[config.mk]
export PLATFORM = sky130hd
export DESIGN_NAME = fault_glitch_filter
export DESIGN_NICKNAME = d
export VERILOG_FILES = /design/src/rtl/ffilt_pkg.sv /design/src/rtl/ffilt_sync.sv /design/src/rtl/ffilt_prescaler.sv /design/src/rtl/ffilt_lane.sv /design/src/rtl/fault_glitch_filter.sv
export SDC_FILE = /design/constraint.sdc
export NUM_CORES = 1
export LEC_CHECK = 0
export BUFFER_PORTS_ARGS = -buffer_cell sky130_fd_sc_hd__clkbuf_2
export CORE_MARGIN = 8
export CORE_UTILIZATION = 35
export DETAILED_ROUTE_END_ITERATION = 12
export GPL_TIMING_DRIVEN = 0
export PLACE_DENSITY = 0.57
export SKIP_LAST_GASP = 1
export SYNTH_ARGS = -nofsm -noshare
export SYNTH_HDL_FRONTEND = slang
export SYNTH_SLANG_ARGS = --single-unit
export TNS_END_PERCENT = 30
[constraint.sdc]
create_clock -name clk -period 4.5 [get_ports clk]
set_input_delay 0.9 -clock clk [delete_from_list [all_inputs] [get_ports clk]]
set_output_delay 0.9 -clock clk [all_outputs]
set_load 0.05 [all_outputs]
[src/rtl/ffilt_pkg.sv]
package ffilt_pkg;

  // Consecutive agreeing samples needed for a programmed count value.
  function automatic int unsigned samples_needed(input int unsigned cnt_setting);
    return cnt_setting + 3;
  endfunction

  // Width of an agreement counter that can reach the largest target.
  function automatic int unsigned agree_width(input int unsigned cnt_w);
    return $clog2((1 << cnt_w) + 3);
  endfunction

endpackage

[src/rtl/ffilt_sync.sv]
module ffilt_sync #(
  parameter int unsigned WIDTH = 4
) (
  input  logic             clk,
  input  logic             rst_n,
  input  logic [WIDTH-1:0] async_in,
  output logic [WIDTH-1:0] sync_out
);

  logic [WIDTH-1:0] stage1;
  logic [WIDTH-1:0] stage2;

  always_ff @(posedge clk) begin
    if (!rst_n) begin
      stage1 <= '0;
      stage2 <= '0;
    end else begin
      stage1 <= async_in;
      stage2 <= stage1;
    end
  end

  assign sync_out = stage2;

endmodule

[src/rtl/ffilt_prescaler.sv]
module ffilt_prescaler #(
  parameter int unsigned PER_W = 8
) (
  input  logic             clk,
  input  logic             rst_n,
  input  logic [PER_W-1:0] period,
  output logic             strobe,
  output logic             bypass
);

  logic [PER_W-1:0] tick_cnt;
  logic             period_zero;
  logic             at_end;

  assign period_zero = (period == '0);
  assign at_end      = (tick_cnt >= (period - PER_W'(1)));

  always_ff @(posedge clk) begin
    if (!rst_n) begin
      tick_cnt <= '0;
    end else if (period_zero || at_end) begin
      tick_cnt <= '0;
    end else begin
      tick_cnt <= tick_cnt + PER_W'(1);
    end
  end

  assign strobe = !period_zero && at_end;
  assign bypass = period_zero;

  // With a steady nonzero period the tick counter stays inside it.
  assert_cnt_in_range_R3: assert property (@(posedge clk) disable iff (!rst_n)
    (!period_zero && $stable(period)) |-> (tick_cnt < period));

endmodule

[src/rtl/ffilt_lane.sv]
module ffilt_lane #(
  parameter int unsigned CNT_W = 3
) (
  input  logic             clk,
  input  logic             rst_n,
  input  logic             bypass,
  input  logic             strobe,
  input  logic [CNT_W-1:0] sample_count,
  input  logic             din,
  output logic             dout
);

  localparam int unsigned AGR_W = ffilt_pkg::agree_width(CNT_W);

  logic [AGR_W-1:0] agree;
  logic [AGR_W-1:0] need;
  logic             differs;
  logic             accept;

  assign need    = AGR_W'(ffilt_pkg::samples_needed(32'(sample_count)));
  assign differs = (din != dout);
  assign accept  = strobe && differs && (agree >= (need - AGR_W'(1)));

  always_ff @(posedge clk) begin
    if (!rst_n) begin
      dout  <= 1'b0;
      agree <= '0;
    end else if (bypass) begin
      dout  <= din;
      agree <= '0;
    end else if (strobe) begin
      if (!differs) begin
        agree <= '0;
      end else if (accept) begin
        dout  <= din;
        agree <= '0;
      end else begin
        agree <= agree + AGR_W'(1);
      end
    end
  end

  assert_hold_between_strobes_R3: assert property (@(posedge clk) disable iff (!rst_n)
    (!bypass && !strobe) |=> $stable(dout));

  assert_no_early_accept_R4: assert property (@(posedge clk) disable iff (!rst_n)
    (!bypass && strobe && (agree < (need - AGR_W'(1)))) |=> $stable(dout));

  assert_restart_on_match_R6: assert property (@(posedge clk) disable iff (!rst_n)
    (!bypass && strobe && !differs) |=> (agree == '0));

endmodule

[src/rtl/fault_glitch_filter.sv]
module fault_glitch_filter #(
  parameter int unsigned NUM_IN = 4,
  parameter int unsigned PER_W  = 8,
  parameter int unsigned CNT_W  = 3
) (
  input  logic              clk,
  input  logic              rst_n,
  input  logic [PER_W-1:0]  sample_period,
  input  logic [CNT_W-1:0]  sample_count,
  input  logic [NUM_IN-1:0] fault_raw,
  output logic [NUM_IN-1:0] fault_filt
);

  logic [NUM_IN-1:0] fault_sync;
  logic              sample_strobe;
  logic              filt_bypass;

  ffilt_sync #(.WIDTH(NUM_IN)) u_sync (
    .clk      (clk),
    .rst_n    (rst_n),
    .async_in (fault_raw),
    .sync_out (fault_sync)
  );

  ffilt_prescaler #(.PER_W(PER_W)) u_prescaler (
    .clk    (clk),
    .rst_n  (rst_n),
    .period (sample_period),
    .strobe (sample_strobe),
    .bypass (filt_bypass)
  );

  for (genvar g = 0; g < NUM_IN; g++) begin : g_lane
    ffilt_lane #(.CNT_W(CNT_W)) u_lane (
      .clk          (clk),
      .rst_n        (rst_n),
      .bypass       (filt_bypass),
      .strobe       (sample_strobe),
      .sample_count (sample_count),
      .din          (fault_sync[g]),
      .dout         (fault_filt[g])
    );
  end

  // Edges since reset release, saturating, for the bypass delay check.
  logic [1:0] since_rst;
  always_ff @(posedge clk) begin
    if (!rst_n) since_rst <= '0;
    else if (since_rst != 2'd3) since_rst <= since_rst + 2'd1;
  end

  assert_reset_inactive_R1: assert property (@(posedge clk)
    !rst_n |=> (fault_filt == '0));

  assert_bypass_delay_R2: assert property (@(posedge clk) disable iff (!rst_n)
    ((since_rst == 2'd3) && $past(sample_period == '0)) |-> (fault_filt == $past(fault_raw, 3)));

endmodule

== Word-level counts from Yosys, hierarchy flattened ==
Cells that the tools add are included.

* Flip-flop bits (word level): 36
* Word-level logic and storage cells: 80

* $add $sub $neg: 8
* Order comparisons: 5
* Equal/unequal tests: 4
* Mux-type cells: 24
* Bitwise gates (word level): 1
* Reductions and logical operators: 27

{| class="wikitable"
|+ Operator list
! kind !! number
|-
| 4-bit 2-to-1 mux || 8
|-
| 2-bit nonzero test || 9
|-
| 4-bit by 1-bit adder with 4-bit output, second input constant || 4
|-
| 4-bit >= comparator || 4
|-
| 1-bit 2-to-1 mux || 16
|-
| 3-bit AND reduction || 4
|-
| 1-bit logical AND || 9
|-
| 8-bit by 1-bit adder with 8-bit output, second input constant || 1
|-
| 8-bit >= comparator || 1
|-
| 8-bit zero test || 1
|-
| 8-bit by 1-bit subtractor with 8-bit output, second input constant || 1
|-
| 3-bit by 2-bit adder with 4-bit output, second input constant || 1
|-
| 1-bit != test || 4
|-
| 2-bit OR reduction || 2
|-
| 4-bit by 1-bit subtractor with 4-bit output, second input constant || 1
|-
| 1-bit zero test || 1
|-
| 1-bit logical OR || 1
|-
| 1-bit inverter || 1
|}

== Logic depth before layout (Yosys ltp) ==
Gate-level depths: netlist of the first run.

* Depth in word-level cells: 9
* Gate-level depth with buffers: 12

== Cells and area by module ==
From an unflattened synthesis of the first run, not the netlist that was laid out.

* Cell total of the unflattened synthesis: 279
* Area, all modules: 2513.7 um2

{| class="wikitable"
|+ Modules (own cells, without submodules)
! module !! times used !! cells an instance !! area each (um2) !! seq. area each (um2)
|-
| ffilt_lane || 4 || 48 || 411.6 || 100.1
|-
| ffilt_prescaler || 1 || 71 || 656.9 || 160.2
|-
| ffilt_sync || 1 || 16 || 210.2 || 160.2
|}

== Least setup slack after synthesis of the first run ==
No wires, ideal clock.

* Kind: input-to-reg
* Start: in sample_period[3]
* End: reg g_lane[0].u_lane.dout
* Setup time: 0.072 ns
* Data arrival time: 3.335 ns
* Required time: 4.428 ns
* Slack: 1.093 ns
* Stages on the path: 11
* Buffers on the path: 1
* Cells stage by stage: or3_4 > or3_2 > nor3_1 > xnor2_1 > ha_1 > a21oi_1 > o21a_1 > clkbuf_1 > nand2_1 > o21ai_0 > mux2i_1

* Cells in the longest elaborated chain, start to end: 7

{| class="wikitable"
|+ Ends and longest elaborated chain
! what !! RTL line !! source
|-
| start: declaration || fault_glitch_filter.sv:8 || <nowiki>input logic [PER_W-1:0] sample_period,</nowiki>
|-
| 8-bit by 1-bit subtractor with 8-bit output or 8-bit zero test (tied branches) || ffilt_prescaler.sv:16, ffilt_prescaler.sv:15 ||
|-
| 8-bit >= comparator or 1-bit zero test (tied branches) || ffilt_prescaler.sv:16, ffilt_prescaler.sv:28 ||
|-
| 1-bit logical AND || ffilt_prescaler.sv:28 || <nowiki>assign strobe = !period_zero && at_end;</nowiki>
|-
| 1-bit logical AND (2 in a row) || ffilt_lane.sv:22 || <nowiki>assign accept = strobe && differs && (agree >= (need - AGR_W'(1)));</nowiki>
|-
| 2-bit nonzero test (no source line) || -- ||
|-
| 3-bit AND reduction (no source line) || -- ||
|-
| end signal: assignment || ffilt_lane.sv:29 || <nowiki>dout <= din;</nowiki>
|-
| end signal: assignment || ffilt_lane.sv:35 || <nowiki>dout <= din;</nowiki>
|-
| end: declaration || ffilt_lane.sv:10 || <nowiki>output logic dout</nowiki>
|}

Parallel ways exist; a longest one is shown, timed or not.
A chain may end at the register's enable or synchronous reset.

== Final worst setup path of the first run ==
Same ends and word-level chain as after synthesis.

==> results of run 1 <==
-- worst min path at each step --
stage | endpoint | slack (ns)
floorplan | u_sync.sync_out[0] | 0.41
global placement | u_sync.sync_out[0] | 0.41
detailed placement | u_sync.sync_out[3] | 0.42
CTS | u_sync.sync_out[3] | 0.44
global route | u_sync.sync_out[1] | 0.46
finish | u_sync.sync_out[2] | 0.43
-- stage by stage --
stage | cell area [µm²] | instances | hold slack [ns] | power, mW
final | 2690 | 375 | 0.435 | 0.693
after global routing | 2690 | 375 | 0.457 | 0.729
after CTS | 2690 | 375 | 0.437 | 0.699
after detailed placement | 2580 | 367 | 0.419 | 0.419
after global placement | 2580 | 367 | 0.413 | 0.417
after floorplan | 2380 | 268 | 0.412 | 0.393
-- registers in the layout, indices dropped and copies added (netlist names) --
register / flops
u_prescaler.tick_cnt: 8
u_sync.sync_out: 4
u_sync.stage1: 4
g_lane.u_lane.dout: 4
g_lane.u_lane.agree: 16
-- placed cells by master, fill, tap and decap left out, types with 3 or more instances in the layout --
| cell | n |
|---|---|
| o211ai_1 | 4 |
| nor2_1 | 8 |
| clkbuf_8 | 5 |
| mux2i_1 | 4 |
| buf_4 | 6 |
| and2_1 | 8 |
| o21ai_0 | 4 |
| nor3_1 | 14 |
| o2111ai_1 | 7 |
| dfxtp_1 | 36 |
| clkbuf_1 | 6 |
| a32o_1 | 4 |
| nand2b_1 | 7 |
| inv_1 | 12 |
| nand3_1 | 18 |
| xnor2_1 | 10 |
| xor2_1 | 6 |
| a21oi_1 | 19 |
| nand2_1 | 16 |
| nor2b_1 | 3 |
| clkbuf_2 | 19 |
| ha_1 | 31 |
-- per-layer routing --
metal | track usage (%) | up-vias
met5 | 0 | -
met4 | 2.83 | 0
met3 | 2.61 | 4
met2 | 18.2 | 42
met1 | 14.9 | 919
li1 | - | 1045
-- layout make-up --
type / count / area, µm² / share of cell area (%)
plain buffers: 14 / 91.3 / 3.40
clock buffers: 6 / 72.6 / 2.70
clock inverters: 2 / 35.0 / 1.30
inverters: 12 / 45.0 / 1.68
multi-input cells: 206 / 1530 / 56.8
flip-flops and latches: 36 / 721 / 26.8
well taps: 80 / 100 / 3.73
repair buffers: 19 / 95.1 / 3.54
-- power by group through the flow --
stage	Combinational [mW]	Sequential [mW]	Clock [mW]
global route	0.0949	0.329	0.305
CTS	0.0831	0.329	0.288
floorplan	0.0580	0.335	0
global placement	0.0813	0.336	0
finish	0.0827	0.329	0.282
detailed placement	0.0829	0.336	0
-- cell families after synthesis --
| logic type | after synthesis | synth area share, % |
|---|---|---|
| AOI/OAI and AO/OA | 64 | 19.5 |
| adders and majority gates | 31 | 16.3 |
| DFF | 36 | 30.2 |
| xor gates and xnor gates | 16 | 5.88 |
| and+or+nand+nor | 91 | 20.7 |
| buffers and inverters | 26 | 5.72 |
| muxes | 4 | 1.68 |
==> impl_metrics.py, run 1 <==
metrics = {
    "run_status": {
        "status": "finished, final reports clean",
    },
    "cts": {
        "clkSinkCount": 36,
        "cts_tree": "built",
        "cts_made_buffers": 5,
        "htreeDepth": 2,
        "cts.root.buffer_cell": "clkbuf_8",
        "cts_setup_buffers": 0,
        "clkLatencyLatePin_ns": 0.29,
        "clkTransAtPathRegs_ns": 0.07,
        "ctsLongestPathBuffers": 2,
        "cts-hold-fix-buffers": 0,
        "cts_resized": 0,
    },
    "timing": {
        "grt_setup_unrepaired": "false",
        "fin_skew_ns": 0.00206,
        "layout_setup_ws_ns": 0.846,
        "finalCritPeriodShare_pct": 81.2,
        "worst-slew-pin-transition_ns": 0.856,
        "drv_slew": 0,
        "relSlewSlack_pct": 42.4,
        "finalSetupViolCount": 0,
        "min_period_ns": 3.65,
        "setup-tns-final_ns": 0,
        "finalHoldViolCount": 0,
        "clock.fmax_ghz": 0.274,
    },
    "floorplanning": {
        "start_util_pct": 35.7,
        "die_w_um": 98.5,
        "fp.dieH_um": 98.5,
        "rows": 30,
        "die-area_mm2": 0.00971,
        "core_mm2": 0.00668,
        "ios": 21,
    },
    "logic_synthesis": {
        "synth_area_mm2": 0.00238,
        "syn_area_per_cell_um2": 8.89,
        "synth_top_area_share_pct": 30.2,
        "async_reset_ff_share_pct": 0,
        "ys_types": 49,
        "synth_nets": 316,
        "synth-edff-count": 0,
        "yosysMostFrequentCell": "dfxtp_1",
        "syn_inst": 268,
        "yosysTopAreaCell": "dfxtp_1",
        "synth_common_cells": "dfxtp_1, ha_1, a21oi_1, nand3_1, nand2_1",
        "ys_warn_count": 0,
        "synthFlopType": "dfxtp_1",
        "yosysSeqAreaShare_pct": 30.2,
        "yosys_register_bits": 36,
        "yosys-top-cells-area": "dfxtp_1, ha_1, a21oi_1, nand3_1, xnor2_1",
    },
    "layout": {
        "drive_gt1_share_pct": 15.9,
        "final.fill_count": 695,
        "final_core_util_pct": 40.2,
        "n_antenna_cell": 0,
        "layout-area-overhead-vs-synth_pct": 12.7,
        "nets": 342,
    },
    "critical_path": {
        "reg2reg_depth": 7,
        "crit_slowest_cell": "or3_2",
        "cp-end-kind": "register",
        "worstSetupEndpoint": "g_lane[0].u_lane.dout",
        "regToRegSetupSlack_ns": 2.26,
        "worstSetupPathType": "input pin to register",
        "arrival_ns": 3.87,
        "worstSetupStartpointType": "input pin",
        "cpLargestDelayFamily": "simple AND/OR/NAND/NOR gates",
        "rr_startpoint": "u_prescaler.tick_cnt[2]",
        "path_cells": "clkbuf_2 > or3_4 > or3_2 > nor3_1 > xnor2_1 > ha_1 > a21oi_1 > o21a_1 > clkbuf_1 > nand2_1 > o21ai_0 > mux2i_1",
        "max_stage_delay_ns": 0.44,
        "cp.buffers_inverters": 2,
        "cp-startpoint": "sample_period[3]",
        "r2r-end": "g_lane[0].u_lane.agree[1]",
        "crit_fanout": 9,
        "cp.depth": 12,
        "cp.required_ns": 4.72,
    },
    "drt": {
        "drt_iter0_drc": 159,
        "antenna_left": 0,
        "met3_length_um": 265,
        "avgViaCountPerCell": 5.36,
        "wire_per_inst_um": 14.3,
        "first_pass_iters": 5,
        "vias": 2010,
        "topRoutingLayerUsed": "met4",
        "wl_met1_um": 2680,
        "drc": 0,
        "wl_met2_um": 2390,
        "drt_wl_total_um": 5360,
    },
    "hold_path": {
        "hp-class": "register to register",
        "hold_depth": 1,
        "worstHoldStart": "u_sync.stage1[2]",
    },
    "power_and_ir_drop": {
        "intPower_uw": 525,
        "p_switching_uw": 168,
        "p_sw_share_pct": 24.3,
        "pwr-share-clk_pct": 40.7,
        "leakagePower_nw": 1.11,
        "power-per-cell-area_mw_per_mm2": 258,
        "seqPwrFrac_pct": 47.4,
        "power_frac_comb_pct": 11.9,
        "ir_drop_mv": 0.195,
    },
    "job": {
        "timing.max_cap.violations": 0,
    },
    "global_route": {
        "grt_usage_pct": 11.3,
        "globalRoute.totalOverflow": 0,
        "antenna_found_initial": 0,
        "grt_pass1_wl_um": 9180,
        "grt_max_degree": 12,
        "first_global_vias": 1946,
    },
    "place": {
        "numPortBuffers": 19,
        "hpwl_um": 4050,
        "dp_worst_setup_slack_ns": 0.564,
        "gp_congestion": 0.766,
    },
}
Power figures use the tool's default switching activity.
==> inputs of run 2 (changes only) <==
--- a/config.mk
+++ b/config.mk
@@ -5,6 +5,7 @@
 export SDC_FILE = /design/constraint.sdc
 export NUM_CORES = 1
 export LEC_CHECK = 0
+export ABC_AREA = 1
 export BUFFER_PORTS_ARGS = -buffer_cell sky130_fd_sc_hd__clkbuf_2
 export CORE_MARGIN = 8
 export CORE_UTILIZATION = 35
==> constraint.sdc (replaced) <==
create_clock -name clk -period 3.4 [get_ports clk]
set_input_delay 0.68 -clock clk [delete_from_list [all_inputs] [get_ports clk]]
set_output_delay 0.68 -clock clk [all_outputs]
set_load 0.05 [all_outputs]
==> run 2 against run 1 <==
Against the previous run: synthesized cell count up 18%; total power up 36%; first-iteration DRC count down 65%; final cell count up 13%; via count down 3.1%; sequential cell count unchanged; critical path depth up 5; setup slack worse by 0.092 ns; combinational power up 25%; global-route usage down 0.88 points; largest power group unchanged; highest routed layer unchanged.
==> impl_metrics.py, run 2 <==
metrics = {
    "run_status": {
        "status": "finished, final reports clean",
    },
    "cts": {
        "ctsLongestPathBuffers": 2,
        "clkLatencyLatePin_ns": 0.29,
        "clkSinkCount": 36,
        "clkTransAtPathRegs_ns": 0.07,
        "cts-hold-fix-buffers": 0,
        "cts_made_buffers": 5,
        "cts_setup_buffers": 0,
        "htreeDepth": 2,
        "cts_resized": 0,
        "cts_tree": "built",
        "cts.root.buffer_cell": "clkbuf_8",
    },
    "timing": {
        "finalSetupViolCount": 0,
        "fin_skew_ns": 0.00995,
        "finalHoldViolCount": 0,
        "min_period_ns": 2.65,
        "grt_setup_unrepaired": "false",
        "worst-slew-pin-transition_ns": 0.432,
        "setup-tns-final_ns": 0,
        "relSlewSlack_pct": 71.2,
        "clock.fmax_ghz": 0.378,
        "drv_slew": 0,
        "finalCritPeriodShare_pct": 77.8,
    },
    "critical_path": {
        "arrival_ns": 2.83,
        "worstSetupPathType": "input pin to register",
        "max_stage_delay_ns": 0.27,
        "worstSetupStartpointType": "input pin",
        "path_cells": "clkbuf_2 > inv_1 > ha_1 > inv_1 > nor3_2 > nand2_2 > o21ai_0 > inv_1 > ha_1 > nand2_1 > nor2_1 > nand2_1 > nand2_1 > buf_2 > nand3_1 > a21oi_1 > nor2_1",
        "cp-end-kind": "register",
        "cp.buffers_inverters": 5,
        "crit_slowest_cell": "ha_1",
        "cpLargestDelayFamily": "simple AND/OR/NAND/NOR gates",
        "cp.required_ns": 3.58,
        "crit_fanout": 10,
    },
    "drt": {
        "drc": 0,
        "wire_per_inst_um": 10.7,
        "first_pass_iters": 4,
        "drt_iter0_drc": 55,
        "avgViaCountPerCell": 4.61,
        "drt_wl_total_um": 4530,
        "vias": 1948,
        "antenna_left": 0,
    },
    "global_route": {
        "first_global_vias": 1943,
        "globalRoute.totalOverflow": 0,
        "grt_max_degree": 12,
        "grt_usage_pct": 10.5,
        "grt_pass1_wl_um": 8540,
        "antenna_found_initial": 0,
    },
    "logic_synthesis": {
        "synth_common_cells": "nand2_1, inv_1, nor2_1, dfxtp_1, ha_1",
        "synth_compound_area_share_pct": 7.58,
        "yosys_register_bits": 36,
        "yosysSeqAreaShare_pct": 30.8,
        "ys_warn_count": 0,
        "synthFlopType": "dfxtp_1",
        "synthXorXnorAreaFrac_pct": 8.22,
        "syn_inst": 315,
        "synth_area_mm2": 0.00234,
        "synth_top_area_share_pct": 30.8,
        "syn_area_per_cell_um2": 7.44,
        "yosysMostFrequentCell": "nand2_1",
        "ys_types": 23,
        "synth_top_family_by_area": "simple AND/OR/NAND/NOR gates",
        "synth_fa_ha_area_share_pct": 16.6,
        "muxShareOfSynthArea_pct": 0,
        "synth-edff-count": 0,
        "synthSimpleGateAreaFrac_pct": 26.4,
        "synth_nets": 363,
        "yosys-top-cells-area": "dfxtp_1, ha_1, nand2_1, inv_1, nor2_1",
        "async_reset_ff_share_pct": 0,
        "yosysTopAreaCell": "dfxtp_1",
    },
    "layout": {
        "layout-area-overhead-vs-synth_pct": 13.9,
        "final_core_util_pct": 40.2,
        "largest_reg_flops": 16,
        "n_antenna_cell": 0,
        "drive_gt1_share_pct": 14.0,
        "top_register": "g_lane.u_lane.agree",
        "nets": 390,
        "top_regs": "g_lane.u_lane.agree: 16 flops, u_prescaler.tick_cnt: 8 flops",
        "finalNonFillerCells": 423,
        "layout_common_cells": "nand2_1, inv_1, nor2_1, dfxtp_1, ha_1",
        "mostFrequentLayoutCell": "nand2_1",
    },
    "floorplanning": {
        "ios": 21,
        "fp.dieH_um": 97.8,
        "rows": 30,
        "die-area_mm2": 0.00957,
        "die_w_um": 97.8,
        "start_util_pct": 35.3,
        "core_mm2": 0.00664,
    },
    "power_and_ir_drop": {
        "power-per-cell-area_mw_per_mm2": 354,
        "leakagePower_nw": 1.33,
        "ir_drop_mv": 0.208,
    },
    "place": {
        "place_inst": 415,
        "gp_congestion": 0.748,
        "numPortBuffers": 20,
        "hpwl_um": 3520,
    },
    "job": {
        "timing.max_cap.violations": 0,
    },
    "hold_path": {
        "hp-class": "register to register",
    },
}
==> run 2: changes by cell type after synthesis, sizes merged, moves of 10 or more <==
cell and change:
inv +33, nand2 +35, nand4 +16, nor2 +34
nor3 -11, xor2 +10
==> run 2: path summary, 6_finish.rpt <==
path,from,end,slack (ns),cells after the start
worst min register to register,u_sync.stage1[2],u_sync.sync_out[2],0.41,2
worst min-delay path,u_sync.stage1[2],u_sync.sync_out[2],0.41,2
worst max register to register,u_prescaler.tick_cnt[0],g_lane[2].u_lane.dout,1.57,12
worst max-delay path,sample_period[0],g_lane[2].u_lane.dout,0.75,17
==> run 2: metrics by stage <==
step / worst slack, ns / cell area (µm²) / hold WS [ns] / total power [mW]
after floorplan: 0.806 / 2340 / 0.390 / 0.517
after global placement: 0.495 / 2540 / 0.395 / 0.546
after detailed placement: 0.425 / 2540 / 0.397 / 0.550
after CTS: 0.731 / 2670 / 0.414 / 0.959
after global routing: 0.429 / 2670 / 0.433 / 0.995
final: 0.754 / 2670 / 0.412 / 0.946
==> run 2: logic make-up after synthesis <==
kind of cell | count (synthesis)
AOI/OAI and AO/OA | 32
and+or+nand+nor | 138
buffers and inverters | 56
xor gates and xnor gates | 22
adders and majority gates | 31
DFF | 36
==> run 2: where the power goes <==
group          internal (mW)  total, mW  switching (mW)
clock                  0.259      0.407           0.148
combinational         0.0389      0.103          0.0641
sequential             0.430      0.435         0.00555
==> run 2: final cells by class <==
type,instances,area [µm²]
Sequential cell,36,721
Multi-Input combinational cell,223,1380
Timing Repair Buffer,20,100
Tap cell,80,100
Clock buffer,7,96.3
Fill cell,696,3970
Inverter,45,169
Clock inverter,1,30.0
Buffer,11,76.3
==> run 2: routing by layer <==
layer,vias up,wire length (µm),GRT usage (%)
li1,1071,-,-
met1,847,2350,13.3
met2,26,1960,16.8
met3,4,169,2.70
met4,0,42,3.24
met5,-,0,0
==> run 2: worst reg2reg max path, delay by kind of cell, from the launching register on <==
kind	cells	cell delay, ns
AND/OR/NAND/NOR	8	0.62
buffers and inverters	2	0.30
adder cells (fa/ha/maj)	1	0.26
AO/OA/AOI/OAI	1	0.16
flip-flops	1	0.38
